$ cat src/rtl/pfl_pkg.sv
package pfl_pkg;

  typedef enum logic [1:0] {
    ENG_READ  = 2'd0,
    ENG_PROG  = 2'd1,
    ENG_ERASE = 2'd2,
    ENG_SUSP  = 2'd3
  } eng_t;

  typedef enum logic [2:0] {
    SQ_IDLE = 3'd0,
    SQ_U1   = 3'd1,
    SQ_U2   = 3'd2,
    SQ_PGM  = 3'd3,
    SQ_E1   = 3'd4,
    SQ_E2   = 3'd5,
    SQ_E3   = 3'd6
  } seq_t;

  localparam logic [7:0] CMD_KEY1   = 8'hAA;
  localparam logic [7:0] CMD_KEY2   = 8'h55;
  localparam logic [7:0] CMD_PROG   = 8'hA0;
  localparam logic [7:0] CMD_ERSET  = 8'h80;
  localparam logic [7:0] CMD_SECT   = 8'h30;
  localparam logic [7:0] CMD_CHIP   = 8'h10;
  localparam logic [7:0] CMD_PAUSE  = 8'hB0;
  localparam logic [7:0] CMD_RESUME = 8'h30;

endpackage

$ cat src/rtl/pfl_seq_decode.sv
module pfl_seq_decode
  import pfl_pkg::*;
#(
  parameter int          BAW    = 12,
  parameter logic [11:0] UNLK_A = 12'h555,
  parameter logic [11:0] UNLK_B = 12'h2AA
) (
  input  logic           clk,
  input  logic           rst_sn,
  input  logic           wr_en,
  input  logic [BAW-1:0] addr,
  input  logic [7:0]     cmd,
  input  eng_t           mode,
  output logic           prog_go,
  output logic           sect_go,
  output logic           chip_go,
  output logic           sus_go,
  output logic           res_go
);
  seq_t sq_q, sq_n;
  logic at_a, at_b;

  assign at_a = (addr == BAW'(UNLK_A));
  assign at_b = (addr == BAW'(UNLK_B));

  always_comb begin
    sq_n    = sq_q;
    prog_go = 1'b0;
    sect_go = 1'b0;
    chip_go = 1'b0;
    sus_go  = 1'b0;
    res_go  = 1'b0;
    if (mode != ENG_READ) begin
      sq_n   = SQ_IDLE;
      sus_go = wr_en && (mode == ENG_ERASE) && (cmd == CMD_PAUSE);
      res_go = wr_en && (mode == ENG_SUSP)  && (cmd == CMD_RESUME);
    end else if (wr_en) begin
      unique case (sq_q)
        SQ_IDLE: sq_n = (cmd == CMD_KEY1 && at_a) ? SQ_U1 : SQ_IDLE;
        SQ_U1:   sq_n = (cmd == CMD_KEY2 && at_b) ? SQ_U2 : SQ_IDLE;
        SQ_U2: begin
          if (cmd == CMD_PROG && at_a)       sq_n = SQ_PGM;
          else if (cmd == CMD_ERSET && at_a) sq_n = SQ_E1;
          else                               sq_n = SQ_IDLE;
        end
        SQ_PGM: begin
          prog_go = 1'b1;
          sq_n    = SQ_IDLE;
        end
        SQ_E1:   sq_n = (cmd == CMD_KEY1 && at_a) ? SQ_E2 : SQ_IDLE;
        SQ_E2:   sq_n = (cmd == CMD_KEY2 && at_b) ? SQ_E3 : SQ_IDLE;
        SQ_E3: begin
          sect_go = (cmd == CMD_SECT);
          chip_go = (cmd == CMD_CHIP) && at_a;
          sq_n    = SQ_IDLE;
        end
        default: sq_n = SQ_IDLE;
      endcase
    end
  end

  always_ff @(posedge clk or negedge rst_sn) begin
    if (!rst_sn) sq_q <= SQ_IDLE;
    else         sq_q <= sq_n;
  end
endmodule

$ cat config.mk
export PLATFORM = sky130hd
export DESIGN_NAME = pfl_seq_decode
export DESIGN_NICKNAME = d
export VERILOG_FILES = /design/src/rtl/pfl_pkg.sv /design/src/rtl/pfl_seq_decode.sv
export SDC_FILE = /design/constraint.sdc
export NUM_CORES = 1
export LEC_CHECK = 0
export BUFFER_PORTS_ARGS = -buffer_cell sky130_fd_sc_hd__buf_2
export CAP_MARGIN = 20
export CORE_AREA = 2 2 39 41
export CTS_CLUSTER_SIZE = 24
export DETAILED_ROUTE_END_ITERATION = 12
export DIE_AREA = 0 0 41 43
export GPL_TIMING_DRIVEN = 0
export SYNTH_ARGS = -nofsm -noshare
export SYNTH_HDL_FRONTEND = slang
export SYNTH_SLANG_ARGS = --single-unit
$ cat constraint.sdc
create_clock -name clk -period 1.75 [get_ports clk]
set_input_delay 0.35 -clock clk [delete_from_list [all_inputs] [get_ports clk]]
set_output_delay 0.35 -clock clk [all_outputs]
set_load 0.005 [all_outputs]
## Word level (Yosys, flattened, before mapping)

Cells that the tools add are included.

| cells by class | value |
|---|---|
| equality and inequality tests | 17 |
| multiplexer cells | 20 |
| reductions and logical operators | 12 |

Operator list:

| operator | count |
|---|---|
| $eq A8 B8 Y1 const B | 4 |
| $mux W3 | 6 |
| $pmux W3 S5 | 1 |
| $eq A12 B10 Y1 const B | 1 |
| $eq A12 B11 Y1 const B | 1 |
| $mux W1 | 12 |
| $eq A3 B3 Y1 const B | 3 |
| $logic_and A1 B1 Y1 | 9 |
| $eq A8 B5 Y1 const B | 1 |
| $eq A8 B6 Y1 const B | 1 |
| $eq A8 B7 Y1 const B | 1 |
| $eq A3 B2 Y1 const B | 2 |
| $eq A2 B2 Y1 const B | 2 |
| $reduce_bool A2 Y1 | 2 |
| $eq A3 B1 Y1 const B | 1 |
| $logic_not A3 Y1 | 1 |
| $mux W2 | 1 |

| storage, ports and cells | value |
|---|---|
| bits in registers | 3 |
| bits of input ports | 25 |
| word-level logic and storage cells | 50 |

## Logic depth before layout (Yosys ltp)

Gate-level depths: netlist (run 1).

| logic depth | value |
|---|---|
| word-level depth | 7 |
| mapped depth | 5 |

## Worst setup path before layout (run 1)

Ideal clock, no wire load.

| timing path | value |
|---|---|
| path kind | register to output |
| start point | reg sq_q[0] |
| end point | out chip_go |
| arrival | 1.207 ns |
| data required time | 1.400 ns |
| slack | 0.193 ns |
| cell stages (with the launch flop) | 5 |
| buffers on the path | 0 |
| cell sequence | dfrtp_1 nor4b_4 nand3_1 or2_2 nor2_1 |

| between the ends | value |
|---|---|
| longest elaborated chain between the ends | 4 |

Ends and longest elaborated chain:

| what | RTL line | source |
|---|---|---|
| start: declaration | pfl_seq_decode.sv:20 | `seq_t sq_q, sq_n;` |
| start signal: assignment | pfl_seq_decode.sv:64 | `else sq_q <= sq_n;` |
| $eq A3 B3 Y1 | pfl_seq_decode.sv:38 | `unique case (sq_q)` |
| $mux W1 | pfl_seq_decode.sv:38 |  |
| $mux W1 | pfl_seq_decode.sv:37 | `end else if (wr_en) begin` |
| $mux W1 | pfl_seq_decode.sv:33 | `if (mode != ENG_READ) begin` |
| end: declaration | pfl_seq_decode.sv:16 | `output logic chip_go,` |

No other way between the ends.

## Final worst setup path (run 1)

| timing path | value |
|---|---|
| start point | reg sq_q[0] |
| end point | out sect_go |

| between the ends | value |
|---|---|
| longest elaborated chain between the ends | 4 |

Ends and longest elaborated chain:

| what | RTL line | source |
|---|---|---|
| $eq A3 B3 Y1 | pfl_seq_decode.sv:38 |  |
| $mux W1 | pfl_seq_decode.sv:38 |  |
| $mux W1 | pfl_seq_decode.sv:37 |  |
| $mux W1 | pfl_seq_decode.sv:33 |  |
| end: declaration | pfl_seq_decode.sv:15 | `output logic sect_go,` |

No other way between the ends.

==> flow_summary.json, run 1 <==
{
  "status": "finished, violations left",
  "failed_checks": "setup timing",
  "overflow": 0,
  "seq_area_sq_um": 76.3,
  "drc_errors": 0,
  "synthDistinctLibCells": 23,
  "arrival_ns": 1.44,
  "coreArea_sq_mm": 0.00138,
  "cts_buffers": 3,
  "hold_class": "input pin to asynchronous set/reset pin",
  "cp-start-kind": "flop",
  "first_pass_iters": 3,
  "worst_slew_pin_slew_ns": 0.342,
  "yosysSeqAreaShare_pct": 18.5,
  "setup_violations": 2,
  "top_regs": "sq_q x3",
  "synth_top_flop_cell": "dfrtp_1",
  "worstReg2RegEnd": "sq_q[2]",
  "die_height_microns": 43,
  "crit_fanout": 2,
  "regMostFlops": "sq_q",
  "dp_cells": 97,
  "synth_fp_nets": 77,
  "drv_slew": 0,
  "finalSetupTns_ns": -0.0705,
  "fillerInstances": 156,
  "reg2reg_from": "sq_q[1]",
  "grt_pass1_wl_microns": 1790,
  "synth_area_sq_um": 405,
  "wirelength_microns": 1220,
  "ys_top_cells_by_count": "7 x nand2_1, 6 x nor2_1, 5 x nor3_1",
  "place_area_sq_um": 571,
  "synth-edff-count": 0,
  "insertedDiodeCount": 0,
  "yosysTopAreaCell": "dfrtp_1",
  "io_pins": 30,
  "clk_pin_slew_worst_paths_ns": 0.04,
  "num_vias": 550,
  "post-dp-hpwl_microns": 974,
  "die_area_sq_mm": 0.00176,
  "vias_per_cell": 5.29,
  "r2r_slack_ns": 0.18,
  "rsz0062_at_grt": "yes",
  "clk_latency_ns": 0.23,
  "hold_ws_ns": 0.432,
  "critPathKind": "flop to primary output",
  "synth_most_common_cell": "nand2_1",
  "first_iter_violations": 6,
  "start_util_pct": 29.3,
  "clock-sinks": 3,
  "avgSynthCellArea_sq_um": 7.80,
  "syn_inst": 52,
  "period_minus_slack_ns": 1.79,
  "hold_violations": 0,
  "rows": 14,
  "fin_ws_ns": -0.0387,
  "cts_buffer_depth": 2,
  "die_x_microns": 41,
  "startpoint": "sq_q[0]",
  "final_cells": 104,
  "power_leakage_uw": 0.000269,
  "skew_ns": 0.00215,
  "cp.required_ns": 1.40,
  "multi_input_area_sq_um": 339,
  "fin_area_sq_um": 639,
  "rr_worst_depth": 6,
  "max-slew-margin-rel_pct": 77.0,
  "synthTopCellsByArea": "dfrtp_1 19%, nor4b_2 7.4%, nand2_1 6.5%",
  "drv_cap": 0,
  "synth-async-reset-ratio_pct": 100,
  "synth_seq_cells": 3,
  "yosys.area.top_type_share_pct": 18.5,
  "wl_per_cell_microns": 11.7,
  "antenna_found_initial": 0,
  "crit_path_end_kind": "primary output",
  "fin_nets": 114,
  "ant_nets": 0,
  "ir_worst_vdd_mv": 0.237,
  "cts_tree": "done",
  "fmax_mhz": 559,
  "drive_above_1_share_pct": 47.7,
  "grt_pass1_vias": 480,
  "p_per_area_mw_per_mm2": 399,
  "grt_usage_pct": 14.3,
  "finalCritPeriodShare_pct": 102,
  "cts_root_buf": "clkbuf_4",
  "yosysWarnings": 0,
  "portBuffers": 29,
  "grt_max_degree": 7,
  "syn2layout_area_growth_pct": 57.7,
  "htreeDepth": 1,
  "largest_reg_flops": 3,
  "globalplace.congestion": 0.762
}
==> power breakdown <==
group | switching [uW] | internal (uW) | total [uW]
Sequential | 0.00000803 | 69.8 | 69.8
Combinational | 31.3 | 33.0 | 64.3
Clock | 35.4 | 85.4 | 121
Total | 66.7 | 188 | 255
==> routing by layer <==
metal	up-vias	GRT usage, %	wire length [microns]
li1	277	-	-
met3	0	0	101
met1	251	16.6	485
met5	-	0	0
met4	0	6.00	0
met2	22	25.6	631
==> repair_timing <==
item / 4_1_cts / 5_1_grt
resized for setup: 2 / 2
endpoints found under the hold margin: 3 / 0
pin swaps: 4 / 1
cloned: 0 / 0
hold buffers: 1 / 0
setup endpoints to repair: 2 / 4
setup buffers: 2 / 0
==> logic make-up after synthesis <==
group / count (synthesis) / share of synthesized area [%]
AO/OA/AOI/OAI: 5 / 7.41
flip-flops: 3 / 18.5
buffers and inverters: 2 / 1.85
AND/OR/NAND/NOR: 42 / 72.2
==> per-stage QoR <==
stage / util, % / setup slack, ns / total power (uW)
global route: 46.2 / -0.140 / 268
finish: 46.2 / -0.0387 / 255
detailed placement: 41.2 / -0.00576 / 130
global placement: 41.2 / -0.0202 / 129
floorplan: - / 0.193 / 87.3
CTS: 45.2 / -0.0432 / 259
==> placed cells by master (no fill, tap or decap), drive strengths merged, types with 2 or more instances in the layout <==
master / netlist / layout
buf: 0 / 31
nand2: 7 / 7
nor2: 6 / 6
nor3: 5 / 5
nor4b: 5 / 5
clkbuf: 0 / 4
nand4: 3 / 3
nand3: 3 / 3
o21ai: 3 / 3
dfrtp: 3 / 3
nor3b: 2 / 2
nand4b: 2 / 2
inv: 2 / 2
and4bb: 2 / 2
and4b: 2 / 2
==> worst max-delay path, stage by stage, from the launching register on <==
cell and delay [ns]:
dfrtp_2 0.41, nor4b_4 0.23, nand3_1 0.13, or2_4 0.24, nor2_1 0.08, buf_2 0.11
==> worst max-delay path by stage <==
stage                    to  slack [ns]
global placement    chip_go       -0.02
floorplan           chip_go        0.19
global route        sect_go       -0.14
CTS                 sect_go       -0.04
detailed placement  chip_go      -0.006
finish              sect_go       -0.04
==> final cells by class <==
| class | instances | share of cell area [%] |
|---|---|---|
| multi-input combinational | 47 | 53.0 |
| timing repair buffer | 32 | 26.6 |
| sequential | 3 | 11.9 |
| clock buffer | 4 | 4.11 |
| tap | 16 | 3.13 |
| inverter | 2 | 1.17 |
Power figures use the tool's default switching activity.
==> run 2: changes to the inputs <==
Settings changed: RECOVER_POWER set to 50.
==> flow_summary.json, run 2 (synthesized netlist as in run 1, its figures left out) <==
{
  "cp-start-kind": "flop",
  "hold_violations": 0,
  "rows": 14,
  "fin_nets": 114,
  "coreArea_sq_mm": 0.00138,
  "start_util_pct": 29.3,
  "grt_pass1_vias": 480,
  "antenna_found_initial": 0,
  "top_regs": "sq_q x3",
  "fmax_mhz": 559,
  "setup_violations": 2,
  "drive_above_1_share_pct": 46.6,
  "period_minus_slack_ns": 1.79,
  "overflow": 0,
  "ant_nets": 0,
  "drc_errors": 0,
  "final_common_cell": "buf_2",
  "cts_tree": "done",
  "hold_class": "input pin to asynchronous set/reset pin",
  "cp_cell_sequence": "nor4b_4 -> nand3_1 -> or2_4 -> nor2_1 -> buf_2",
  "skew_ns": 0.00119,
  "finalCritPeriodShare_pct": 102,
  "cts_buffers": 3,
  "ir_worst_vdd_mv": 0.234,
  "grt_usage_pct": 14.3,
  "grt_pass1_wl_microns": 1790,
  "fin_ws_ns": -0.0376,
  "power_uw": 253,
  "dp_cells": 97,
  "clock-sinks": 3,
  "layout_common_cells": "28 x buf_2, 7 x nand2_1, 6 x nor2_1",
  "p_int_uw": 188,
  "globalplace.congestion": 0.762,
  "regMostFlops": "sq_q",
  "wl_per_cell_microns": 11.7,
  "power_leakage_uw": 0.000267,
  "cts_root_buf": "clkbuf_4",
  "max_stage_delay_ns": 0.41,
  "wirelength_microns": 1220,
  "clk_latency_ns": 0.23,
  "post-dp-hpwl_microns": 974,
  "combPwrFrac_pct": 25.3,
  "die_height_microns": 43,
  "p_per_area_mw_per_mm2": 396,
  "final_cells": 104,
  "drv_slew": 0,
  "largest_reg_flops": 3,
  "syn2layout_area_growth_pct": 57.4,
  "first_pass_iters": 3,
  "max-slew-margin-rel_pct": 77.0,
  "cpMaxStageDelayCell": "dfrtp_2",
  "num_vias": 546,
  "arrival_ns": 1.44,
  "drv_cap": 0,
  "power_switching_uw": 65.2,
  "power_frac_clock_pct": 47.1,
  "p_sw_share_pct": 25.8,
  "startpoint": "sq_q[0]",
  "die_area_sq_mm": 0.00176,
  "clk_pin_slew_worst_paths_ns": 0.04,
  "cts_buffer_depth": 2,
  "critical-path-top-delay-family": "simple AND/OR/NAND/NOR gates",
  "cp.buffers_inverters": 1,
  "htreeDepth": 1,
  "io_pins": 30,
  "seqPwrFrac_pct": 27.6,
  "first_iter_violations": 6,
  "worst_slew_pin_slew_ns": 0.341,
  "die_x_microns": 41,
  "cp.required_ns": 1.40,
  "vias_per_cell": 5.25,
  "failed_checks": "setup timing",
  "crit_fanout": 2,
  "portBuffers": 29,
  "crit_path_end_kind": "primary output",
  "status": "finished, violations left",
  "reg2reg_from": "sq_q[1]",
  "insertedDiodeCount": 0,
  "rsz0062_at_grt": "yes",
  "critPathKind": "flop to primary output",
  "grt_max_degree": 7
}
run 2: cell types whose count changed in the layout (fill, tap and decap cells not counted), sizes merged:
cell and delta:
buf -1, clkbuf +1
run 2: layout make-up:
| class | count | area (sq um) |
|---|---|---|
| clock buffers | 4 | 26.3 |
| multi-input cells | 47 | 339 |
| inverters | 2 | 7.51 |
| flip-flops and latches | 3 | 76.3 |
| repair buffers | 32 | 169 |
| well taps | 16 | 20.0 |
| fillers | 157 | 746 |
run 2: per-layer routing:
layer / share of wire (%) / wire length (microns) / GRT usage [%]
met5: 0 / 0 / 0
met4: 0 / 0 / 6.00
met3: 8.2 / 100 / 0
met2: 52 / 631 / 25.6
met1: 40 / 486 / 16.6
run 2: final timing paths:
| check | to | slack (ns) | cells past startpoint |
|---|---|---|---|
| worst max-delay path | sect_go | -0.04 | 5 |
| worst min-delay path | sq_q[0] | 0.45 | 2 |
| worst max register to register | sq_q[2] | 0.18 | 6 |
| worst min register to register | sq_q[2] | 0.63 | 2 |
| max in group asynchronous | sq_q[0] | 1.14 | 2 |
| min in group clk | sq_q[1] | 0.45 | 4 |
run 2: per-stage QoR:
stage | worst slack [ns] | hold WS [ns] | area (sq um) | setup TNS (ns) | util, %
floorplan | 0.193 | 0.0544 | 405 | 0 | -
finish | -0.0376 | 0.448 | 638 | -0.0682 | 46.1
CTS | -0.0432 | 0.424 | 626 | -0.0771 | 45.2
detailed placement | -0.00576 | 0.145 | 571 | -0.00576 | 41.2
global route | -0.140 | 0.473 | 638 | -0.277 | 46.1
global placement | -0.0202 | 0.146 | 571 | -0.0232 | 41.2
run 2: worst reg2reg max path, delay by kind of cell, from the launching register on:
kind	cells	cell delay [ns]
flip-flops	1	0.38
buffers and inverters	1	0.15
AO/OA/AOI/OAI	2	0.28
AND/OR/NAND/NOR	3	0.68
run 2: power groups by stage:
stage	registers (uW)	logic (uW)	clock network, uW
2_1_floorplan	70.7	16.6	0
3_3_place_gp	70.6	58.1	0
3_5_place_dp	70.6	59.5	0
4_1_cts	69.7	61.5	127
5_1_grt	69.7	71.7	126
6_report	69.8	64.0	119
run 2: repair_timing:
| item | in CTS | in global routing |
|---|---|---|
| pin swaps | 4 | 1 |
| endpoints found under the hold margin | 3 | 0 |
| buffers inserted | 2 | 0 |
| gates resized for setup | 2 | 2 |
| hold buffers | 1 | 0 |
| endpoints found under the setup margin | 2 | 4 |
| gates cloned | 0 | 0 |
==> run 3: changes to the inputs <==
Settings changed: RECOVER_POWER 50 to 25, SKIP_CTS_REPAIR_TIMING set to 1.
==> flow_summary.json, run 3 (synthesized netlist as in run 1, its figures left out) <==
{
  "power_frac_clock_pct": 47.1,
  "period_minus_slack_ns": 1.82,
  "insertedDiodeCount": 0,
  "grt_usage_pct": 13.7,
  "regMostFlops": "sq_q",
  "r2r_slack_ns": 0.24,
  "fin_nets": 113,
  "drc_errors": 0,
  "ant_nets": 0,
  "max_stage_delay_ns": 0.43,
  "cp_cell_sequence": "nor4b_4 -> nand3_1 -> or2_4 -> nor2_2 -> buf_2",
  "hold_violations": 0,
  "rows": 14,
  "crit_path_end_kind": "primary output",
  "overflow": 0,
  "p_sw_share_pct": 25.9,
  "setup_violations": 2,
  "failed_checks": "setup timing",
  "cts_root_buf": "clkbuf_4",
  "syn2layout_area_growth_pct": 56.8,
  "start_util_pct": 29.3,
  "clk_latency_ns": 0.23,
  "critical-path-top-delay-family": "simple AND/OR/NAND/NOR gates",
  "vias_per_cell": 5.32,
  "cts_buffer_depth": 2,
  "drive_above_1_share_pct": 48.3,
  "startpoint": "sq_q[0]",
  "cts_buffers": 3,
  "worst_slew_pin_slew_ns": 0.341,
  "first_iter_violations": 2,
  "setup.worst_path.end": "chip_go",
  "cp.buffers_inverters": 1,
  "cp-start-kind": "flop",
  "coreArea_sq_mm": 0.00138,
  "hold_class": "input pin to asynchronous set/reset pin",
  "first_pass_iters": 2,
  "clock-sinks": 3,
  "ir_worst_vdd_mv": 0.234,
  "arrival_ns": 1.47,
  "seq_area_sq_um": 76.3,
  "wl_per_cell_microns": 11.8,
  "combPwrFrac_pct": 25.4,
  "drv_slew": 0,
  "globalplace.congestion": 0.762,
  "antenna_found_initial": 0,
  "top_regs": "sq_q x3",
  "grt_max_degree": 7,
  "largest_reg_flops": 3,
  "cts_tree": "done",
  "multi_input_area_sq_um": 344,
  "max-slew-margin-rel_pct": 77.1,
  "grt_pass1_wl_microns": 1720,
  "die_x_microns": 41,
  "critPathKind": "flop to primary output",
  "clk_pin_slew_worst_paths_ns": 0.04,
  "status": "finished, violations left",
  "wirelength_microns": 1210,
  "seqPwrFrac_pct": 27.6,
  "place_area_sq_um": 571,
  "fmax_mhz": 549,
  "reg2reg_from": "sq_q[0]",
  "portBuffers": 29,
  "final_common_cell": "buf_2",
  "worstReg2RegEnd": "sq_q[2]",
  "final_core_util_pct": 45.9,
  "drv_cap": 0,
  "cp.depth": 5,
  "io_pins": 30,
  "rsz0062_at_grt": "yes",
  "post-dp-hpwl_microns": 974,
  "num_vias": 548,
  "crit_fanout": 5,
  "fin_area_sq_um": 636,
  "rr_worst_depth": 4,
  "htreeDepth": 1,
  "p_int_uw": 188,
  "fin_ws_ns": -0.0712,
  "power_leakage_uw": 0.000261,
  "grt_pass1_vias": 474,
  "die_area_sq_mm": 0.00176,
  "finalCritPeriodShare_pct": 104,
  "fillerInstances": 155,
  "power_switching_uw": 65.5,
  "cp.required_ns": 1.40,
  "cpMaxStageDelayCell": "dfrtp_2",
  "die_height_microns": 43,
  "power_uw": 253,
  "layout_common_cells": "28 x buf_2, 7 x nand2_1, 5 x nor3_1",
  "skew_ns": 0.00119,
  "p_per_area_mw_per_mm2": 398
}
[run 3: cell types whose count changed in the layout (fill, tap and decap cells not counted)]
cell     before  now
o21ai_0       2    1
nor2_1        6    4
nor2_2        0    2
buf_4         2    1
o21ai_1       1    2
[run 3: area by class of cell]
| cell class | count | share of cell area (%) |
|---|---|---|
| timing repair buffer | 31 | 25.4 |
| tap | 16 | 3.15 |
| clock buffer | 4 | 4.13 |
| inverter | 2 | 1.18 |
| sequential | 3 | 12.0 |
| multi-input combinational | 47 | 54.1 |
[run 3: how the worst min path moves through the flow]
stage | endpoint | slack [ns] | cells after the start
floorplan | sq_q[0] | 0.05 | 0
global placement | sq_q[0] | 0.15 | 1
detailed placement | sq_q[0] | 0.15 | 1
CTS | sq_q[0] | -0.10 | 1
global route | sq_q[0] | 0.47 | 2
finish | sq_q[0] | 0.45 | 2
[run 3: per-layer routing]
metal  global-route usage [%]  share of wire [%]  vias to the layer above
met5                        0                  0                        -
met3                        0                7.9                        0
met4                     6.00                  0                        0
met2                     25.0                 54                       22
li1                         -                  -                      274
met1                     15.3                 38                      252
[run 3: through the flow]
step                instances  hold slack, ns  setup slack, ns   TNS, ns
finish                    103           0.446          -0.0712    -0.128
global route              103           0.474           -0.171    -0.328
CTS                       101          -0.105           -0.215    -0.424
detailed placement         97           0.145         -0.00576  -0.00576
global placement           97           0.146          -0.0202   -0.0232
floorplan                  52          0.0544            0.193         0
[run 3: power by group through the flow]
| stage | sequential [uW] | combinational, uW | clock (uW) |
|---|---|---|---|
| final | 69.8 | 64.2 | 119 |
| after global routing | 69.7 | 72.0 | 126 |
| after CTS | 69.7 | 59.7 | 127 |
| after detailed placement | 70.6 | 59.5 | 0 |
| after global placement | 70.6 | 58.1 | 0 |
| after floorplan | 70.7 | 16.6 | 0 |
